### src/rtl/stile_pkg.sv
package stile_pkg;
  typedef enum logic [1:0] {
    MODE_TILED       = 2'b00,
    MODE_SUPER       = 2'b01,
    MODE_SPLIT_TILED = 2'b10,
    MODE_SPLIT_SUPER = 2'b11
  } stile_mode_e;

  // log2 of geometry: tile side, group width/height in tiles, super-tile groups across/down
  localparam int TILE_LOG2   = 2;
  localparam int GRP_W_LOG2  = 1;
  localparam int GRP_H_LOG2  = 2;
  localparam int SUP_GW_LOG2 = 3;
  localparam int SUP_GH_LOG2 = 2;
  localparam int BPP_LOG2    = 2;
endpackage

### src/rtl/stile_tile_index.sv
module stile_tile_index
  import stile_pkg::*;
#(
  parameter int CW    = 16,
  parameter int WST_W = 8,
  parameter int IDX_W = 26
) (
  input  logic [CW-1:0]    tx_i,
  input  logic [CW-1:0]    ty_i,
  input  logic [WST_W-1:0] width_st_i,
  input  logic             super_i,
  output logic [IDX_W-1:0] idx_o
);
  localparam int SUP_TX_LOG2 = GRP_W_LOG2 + SUP_GW_LOG2;
  localparam int SUP_TY_LOG2 = GRP_H_LOG2 + SUP_GH_LOG2;
  localparam int SUP_T_LOG2  = SUP_TX_LOG2 + SUP_TY_LOG2;

  logic [IDX_W-1:0] row_pitch;
  logic [IDX_W-1:0] idx_plain;
  logic [IDX_W-1:0] sup_num;
  logic [SUP_T_LOG2-1:0] in_sup;
  logic [IDX_W-1:0] idx_super;

  always_comb begin
    row_pitch = IDX_W'(width_st_i) << SUP_TX_LOG2;
    idx_plain = IDX_W'(ty_i) * row_pitch + IDX_W'(tx_i);
    sup_num   = IDX_W'(ty_i >> SUP_TY_LOG2) * IDX_W'(width_st_i)
              + IDX_W'(tx_i >> SUP_TX_LOG2);
    // group row, group column, row in group, column in group
    in_sup    = {ty_i[SUP_TY_LOG2-1:GRP_H_LOG2], tx_i[SUP_TX_LOG2-1:GRP_W_LOG2],
                 ty_i[GRP_H_LOG2-1:0], tx_i[GRP_W_LOG2-1:0]};
    idx_super = (sup_num << SUP_T_LOG2) | IDX_W'(in_sup);
    idx_o     = super_i ? idx_super : idx_plain;
  end
endmodule

### src/rtl/stile_fold.sv
module stile_fold
  import stile_pkg::*;
#(
  parameter int ADDR_W = 32,
  parameter int IDX_W  = 26,
  parameter int BYTE_W = 6
) (
  input  logic [IDX_W-1:0]  idx_i,
  input  logic [BYTE_W-1:0] byte_i,
  input  logic              split_i,
  input  logic [ADDR_W-1:0] base0_i,
  input  logic [ADDR_W-1:0] base1_i,
  output logic [ADDR_W-1:0] addr_o,
  output logic              pipe_o
);
  logic [IDX_W-1:0]  slot;
  logic [ADDR_W-1:0] base_sel;

  always_comb begin
    pipe_o   = split_i & idx_i[0];
    slot     = split_i ? (idx_i >> 1) : idx_i;
    base_sel = pipe_o ? base1_i : base0_i;
    addr_o   = base_sel + {slot, byte_i};
  end
endmodule

### src/rtl/stile_addr_gen.sv
module stile_addr_gen
  import stile_pkg::*;
#(
  parameter int CW     = 16,
  parameter int WST_W  = 8,
  parameter int ADDR_W = 32
) (
  input  logic              clk,
  input  logic              rst,
  input  logic              req_valid_i,
  input  logic [CW-1:0]     x_i,
  input  logic [CW-1:0]     y_i,
  input  logic [WST_W-1:0]  width_st_i,
  input  logic [1:0]        mode_i,
  input  logic [ADDR_W-1:0] base0_i,
  input  logic [ADDR_W-1:0] base1_i,
  output logic              out_valid_o,
  output logic [ADDR_W-1:0] addr_o,
  output logic              pipe_o
);
  localparam int BYTE_W = 2 * TILE_LOG2 + BPP_LOG2;
  localparam int IDX_W  = ADDR_W - BYTE_W;

  stile_mode_e mode;
  logic [CW-1:0]     tx, ty;
  logic [BYTE_W-1:0] tile_byte;
  logic [IDX_W-1:0]  idx;
  logic [ADDR_W-1:0] addr_nxt;
  logic              pipe_nxt;

  always_comb begin
    mode      = stile_mode_e'(mode_i);
    tx        = x_i >> TILE_LOG2;
    ty        = y_i >> TILE_LOG2;
    tile_byte = {y_i[TILE_LOG2-1:0], x_i[TILE_LOG2-1:0], {BPP_LOG2{1'b0}}};
  end

  stile_tile_index #(.CW(CW), .WST_W(WST_W), .IDX_W(IDX_W)) u_index (
    .tx_i       (tx),
    .ty_i       (ty),
    .width_st_i (width_st_i),
    .super_i    (mode == MODE_SUPER || mode == MODE_SPLIT_SUPER),
    .idx_o      (idx)
  );

  stile_fold #(.ADDR_W(ADDR_W), .IDX_W(IDX_W), .BYTE_W(BYTE_W)) u_fold (
    .idx_i   (idx),
    .byte_i  (tile_byte),
    .split_i (mode == MODE_SPLIT_TILED || mode == MODE_SPLIT_SUPER),
    .base0_i (base0_i),
    .base1_i (base1_i),
    .addr_o  (addr_nxt),
    .pipe_o  (pipe_nxt)
  );

  always_ff @(posedge clk) begin
    if (rst) begin
      out_valid_o <= 1'b0;
      addr_o      <= '0;
      pipe_o      <= 1'b0;
    end else begin
      out_valid_o <= req_valid_i;
      if (req_valid_i) begin
        addr_o <= addr_nxt;
        pipe_o <= pipe_nxt;
      end
    end
  end
endmodule

### config.mk
export PLATFORM = sky130hd
export DESIGN_NAME = stile_addr_gen
export DESIGN_NICKNAME = d
export VERILOG_FILES = /design/src/rtl/stile_pkg.sv /design/src/rtl/stile_tile_index.sv /design/src/rtl/stile_fold.sv /design/src/rtl/stile_addr_gen.sv
export SDC_FILE = /design/constraint.sdc
export NUM_CORES = 1
export LEC_CHECK = 0
export BUFFER_PORTS_ARGS = -buffer_cell sky130_fd_sc_hd__buf_2
export CAP_MARGIN = 20
export CORE_ASPECT_RATIO = 1.75
export CORE_MARGIN = 2
export CORE_UTILIZATION = 36
export DETAILED_ROUTE_END_ITERATION = 16
export GPL_TIMING_DRIVEN = 0
export HOLD_SLACK_MARGIN = 0.02
export PLACE_DENSITY = 0.57
export SLEW_MARGIN = 20
export SYNTH_ARGS = -nofsm -noshare
export SYNTH_HDL_FRONTEND = slang
export SYNTH_SLANG_ARGS = --single-unit
export TNS_END_PERCENT = 5
### constraint.sdc
create_clock -name clk -period 15 [get_ports clk]
set_clock_uncertainty 0.2 [all_clocks]
set_input_delay 0.75 -clock clk [delete_from_list [all_inputs] [get_ports clk]]
set_output_delay 0.75 -clock clk [all_outputs]
set_load 0.02 [all_outputs]
== Yosys cells after proc, flatten, opt, wreduce, memory -nomap -nowiden ==
Cells that the tools add are included.
Cells by class
  multiplexer cells: 3
  $mul: 2
  add/sub/neg operators: 3
  reductions and logical operators: 2
  equality and inequality tests: 3
  bitwise gates (word level): 2
Operator list (number)
  $mux 26: 2
  $add 32x32->32: 1
  $mux 32: 1
  $add 26x14->26: 1
  $or 26x8->26: 1
  $mul 14x8->22: 1
  $add 18x10->18: 1
  $mul 10x8->18: 1
  $eq 2x2->1 const B: 2
  $eq 2x1->1 const B: 1
  $logic_or 1x1->1: 2
  $and 1x1->1: 1
Storage, ports and cells
  output and inout bits: 34
  flip-flop bits (word level): 34
  bits of input ports: 109

== Depth between registers and ports, before layout ==
  word-level depth: 7
  gate-level depth with buffers: 35

== Modules after synthesis ==
From an unflattened synthesis, not the netlist that was laid out.
Second synthesis, totals
  cells, all modules: 1228
  area, all modules: 10331.2 um^2
Modules (own cells, without submodules)
  stile_tile_index: times used 1, cells an instance 806, area an instance 6706.4 um^2, seq. area each 0.0 um^2
  stile_fold: times used 1, cells an instance 310, area an instance 2382.3 um^2, seq. area each 0.0 um^2
  stile_addr_gen: times used 1, cells an instance 112, area an instance 1242.4 um^2, seq. area each 680.7 um^2

== Least setup slack after synthesis ==
No wires, ideal clock.
  kind: input -> register
  from: in width_st_i[7]
  to: reg addr_o[30]
  setup time: 122 ps
  arrival time: 8079 ps
  path slack: 6599 ps
  stages on the path: 31
  path through: clkbuf_1 > nand2_1 > fa_1 > fa_1 > inv_1 > fa_1 > inv_1 > fa_1 > inv_1 > ha_1 > and3_1 > a221oi_1 > xnor2_1 > ha_1 > nand2_1 > a2111oi_0 > a211oi_1 > a21oi_1 > o21ai_0 > ha_1 > clkbuf_1 > a21o_1 > a21o_1 > a21o_1 > a21o_1 > a21o_1 > a21o_1 > a221oi_1 > o21ai_0 > mux2i_1 > a311o_1
Between the ends
  longest elaborated chain between the ends: 6
RTL lines
  start, declared: line stile_addr_gen.sv:13  | input logic [WST_W-1:0] width_st_i,
  parallel branches: the longest is 3 deep, another holds $add 26x14->26
  $mux 26 *: line stile_tile_index.sv:33  | idx_o = super_i ? idx_super : idx_plain;
  $mux 26 *: line stile_fold.sv:21  | slot = split_i ? (idx_i >> 1) : idx_i;
  $add 32x32->32 *: line stile_fold.sv:23  | addr_o = base_sel + {slot, byte_i};
  end signal, assigned: line stile_addr_gen.sv:64  | addr_o <= addr_nxt;
  end, declared: line stile_addr_gen.sv:18  | output logic [ADDR_W-1:0] addr_o,
Every way passes the cells marked *.
A chain may end at the register's enable or synchronous reset.

== Worst setup path after layout ==
  from: in width_st_i[6]
  to: reg addr_o[29]
The elaborated chain is that of the path after synthesis.

==> results.yml <==
outcome:
  status: "completed"
floorplanning:
  rows: 78
  die-width_um: 126
  start_util_pct: 36.4
  num_io_pins: 143
  coreArea_um2: 25700
  dieHeight_um: 217
  dieArea_um2: 27300
placed_design:
  hpwl_um: 24100
  routabilityCongestion: 0.876
  portBuffers: 139
routing:
  route.antenna.remaining_nets: 0
  avgRoutedWirePerCell_um: 16.8
  num_vias: 8168
  drt_iter0_drc: 313
  drt_pass1_iterations: 4
  vias_per_cell: 5.11
  drc: 0
  wl_um: 26900
pwr:
  p_per_area_nw_per_um2: 227
  leakage_nw: 5.32
  p_total_w: 0.00240
  max-vdd-ir-drop_mv: 0.132
min_path:
  hold_path.class: "register to register"
clock_tree:
  cts_setup_buffers: 0
  clockBufferDepth: 2
  cts_resized: 0
  cts_root_buf: "clkbuf_16"
  clkLatencyLatePin_ps: 280
  cts_buffers: 5
  htreeDepth: 2
  clkSinkCount: 34
  cts_tree: "done"
  hold_buffers: 0
  clkTransAtPathRegs_ps: 60
global_routing:
  grt_pass1_vias: 8605
  use_met3_pct: 1.18
  grt_pass1_wl_um: 42700
  gr-usage-all-layers_pct: 19.7
  grt_max_degree: 11
  grt-ovfl-total: 0
  grt-busiest-layer: "met2"
  antenna_found_initial: 0
  grt_use_met2_pct: 41.2
  globalRouteMet1Util_pct: 18.5
synthesis:
  synthArstFlopShare_pct: 0
  yosys_warnings: 0
  synth.distinct_cells: 65
  synth_area_um2: 9340
  synth_nets: 1452
  synth_edf_count: 0
  synthCells: 1133
  synth-main-ff-cell: "dfxtp_1"
  ys_seq_area_share_pct: 7.29
  avgSynthCellArea_um2: 8.24
  ys_ff_latch: 34
layout:
  fill_cells: 2654
  layout-drive-gt1-share_pct: 15.0
  fin_nets: 1598
  syn2layout_area_growth_pct: 13.5
  diodes: 0
critical_path:
  crit_fanout: 10
  cp-end-kind: "register"
  critPathKind: "primary input to register"
  cp_common_cell: "fa_1"
  critPathSlowestCell: "a2111oi_0"
  worstPathRequired_ps: 15030
  worstPathArrival_ps: 9690
  slowest_delay_ps: 780
  startpoint_type: "primary input"
timing:
  worst_pin_slew_ps: 900
  slew_viol_final: 0
  fin_crit_sh_pct: 64.4
  finalSetupViolCount: 0
  fmax_mhz: 103
  tns_ps: 0
  finalHoldViolations: 0
  min_period_ps: 9670
  relSlewSlack_pct: 38.5
  rsz0062_at_grt: "no"
job:
  cap_violations: 0
-- routing by layer --
metal	routed length, um	share of wire, %	vias up
li1	-	-	4080
met1	9540	35	3868
met2	15300	57	167
met3	695	2.6	53
met4	1420	5.3	0
met5	0	0	-
-- power breakdown --
part | switching, W | total [W] | internal (W) | leakage (nW)
combinational | 0.00126 | 0.00216 | 0.000894 | 4.96
sequential | 0.0000111 | 0.000126 | 0.000115 | 0.281
clock | 0.0000398 | 0.000118 | 0.0000785 | 0.0781
-- cells in the mapped netlist, drive strengths merged (24+ instances only) --
cell	n	share of area (%)
xnor2	40	3.8
a21o	24	1.9
mux2	30	3.6
ha	104	14
and2	89	6.0
dfxtp	34	7.3
nor2	66	2.7
inv	180	7.2
mux2i	49	5.3
nand2	87	3.5
fa	106	23
o21ai	39	2.1
clkbuf	25	1.0
a21oi	59	3.2
-- layout by cell type, fill, tap and decap left out, types with 39 or more instances in the layout --
cell and count:
ha_1 104, o21ai_0 39, inv_1 180, and2_1 89, xnor2_1 40, a21oi_1 59, nand2_1 87, mux2i_1 49
buf_2 139, fa_1 106, nor2_1 66
-- kinds of logic after synthesis --
group | after synthesis | share of synthesized area (%)
buffers and inverters | 216 | 8.68
DFF | 34 | 7.29
xor gates and xnor gates | 62 | 5.82
and+or+nand+nor | 325 | 17.8
muxes | 79 | 8.87
AOI/OAI and AO/OA | 207 | 14.9
adders and majority gates | 210 | 36.7
-- worst paths after layout --
check,from,to,slack [ps],depth (start not counted)
worst max-delay path,width_st_i[6],addr_o[29],5330,32
worst min-delay path,pipe_o,pipe_o,270,2
worst max register to register,addr_o[30],addr_o[30],14060,1
worst min register to register,pipe_o,pipe_o,270,2
-- critical path, delay by kind of cell --
family,cells,cell delay (ps)
AOI/OAI and AO/OA,11,3590
xor gates and xnor gates,2,230
adders and majority gates,7,3170
buffers and inverters,6,1050
muxes,1,120
and+or+nand+nor,5,770
-- through the flow --
step	utilization (%)	cells	cell area, um^2	setup WS [ps]	hold slack [ps]
after floorplan	-	1133	9340	6600	345
after CTS	41.3	1600	10600	5300	272
after global routing	41.3	1600	10600	4650	309
after detailed placement	40.6	1592	10400	5020	262
final	41.3	1600	10600	5330	271
after global placement	40.6	1592	10400	5080	255
-- sequential cells by signal (all words and copies together), names as in the netlist --
name         count
out_valid_o      1
addr_o          32
pipe_o           1
-- cell type report --
class / count / area, um^2 / share of cell area, %
plain buffers: 36 / 135 / 1.28
clock buffers: 7 / 133 / 1.25
inverters: 180 / 676 / 6.38
well taps: 320 / 400 / 3.78
multi-input cells: 883 / 7850 / 74.0
repair buffers: 139 / 696 / 6.57
clock inverters: 1 / 30.0 / 0.283
flip-flops and latches: 34 / 681 / 6.42
Note: power is estimated with default switching activity, not from simulation.
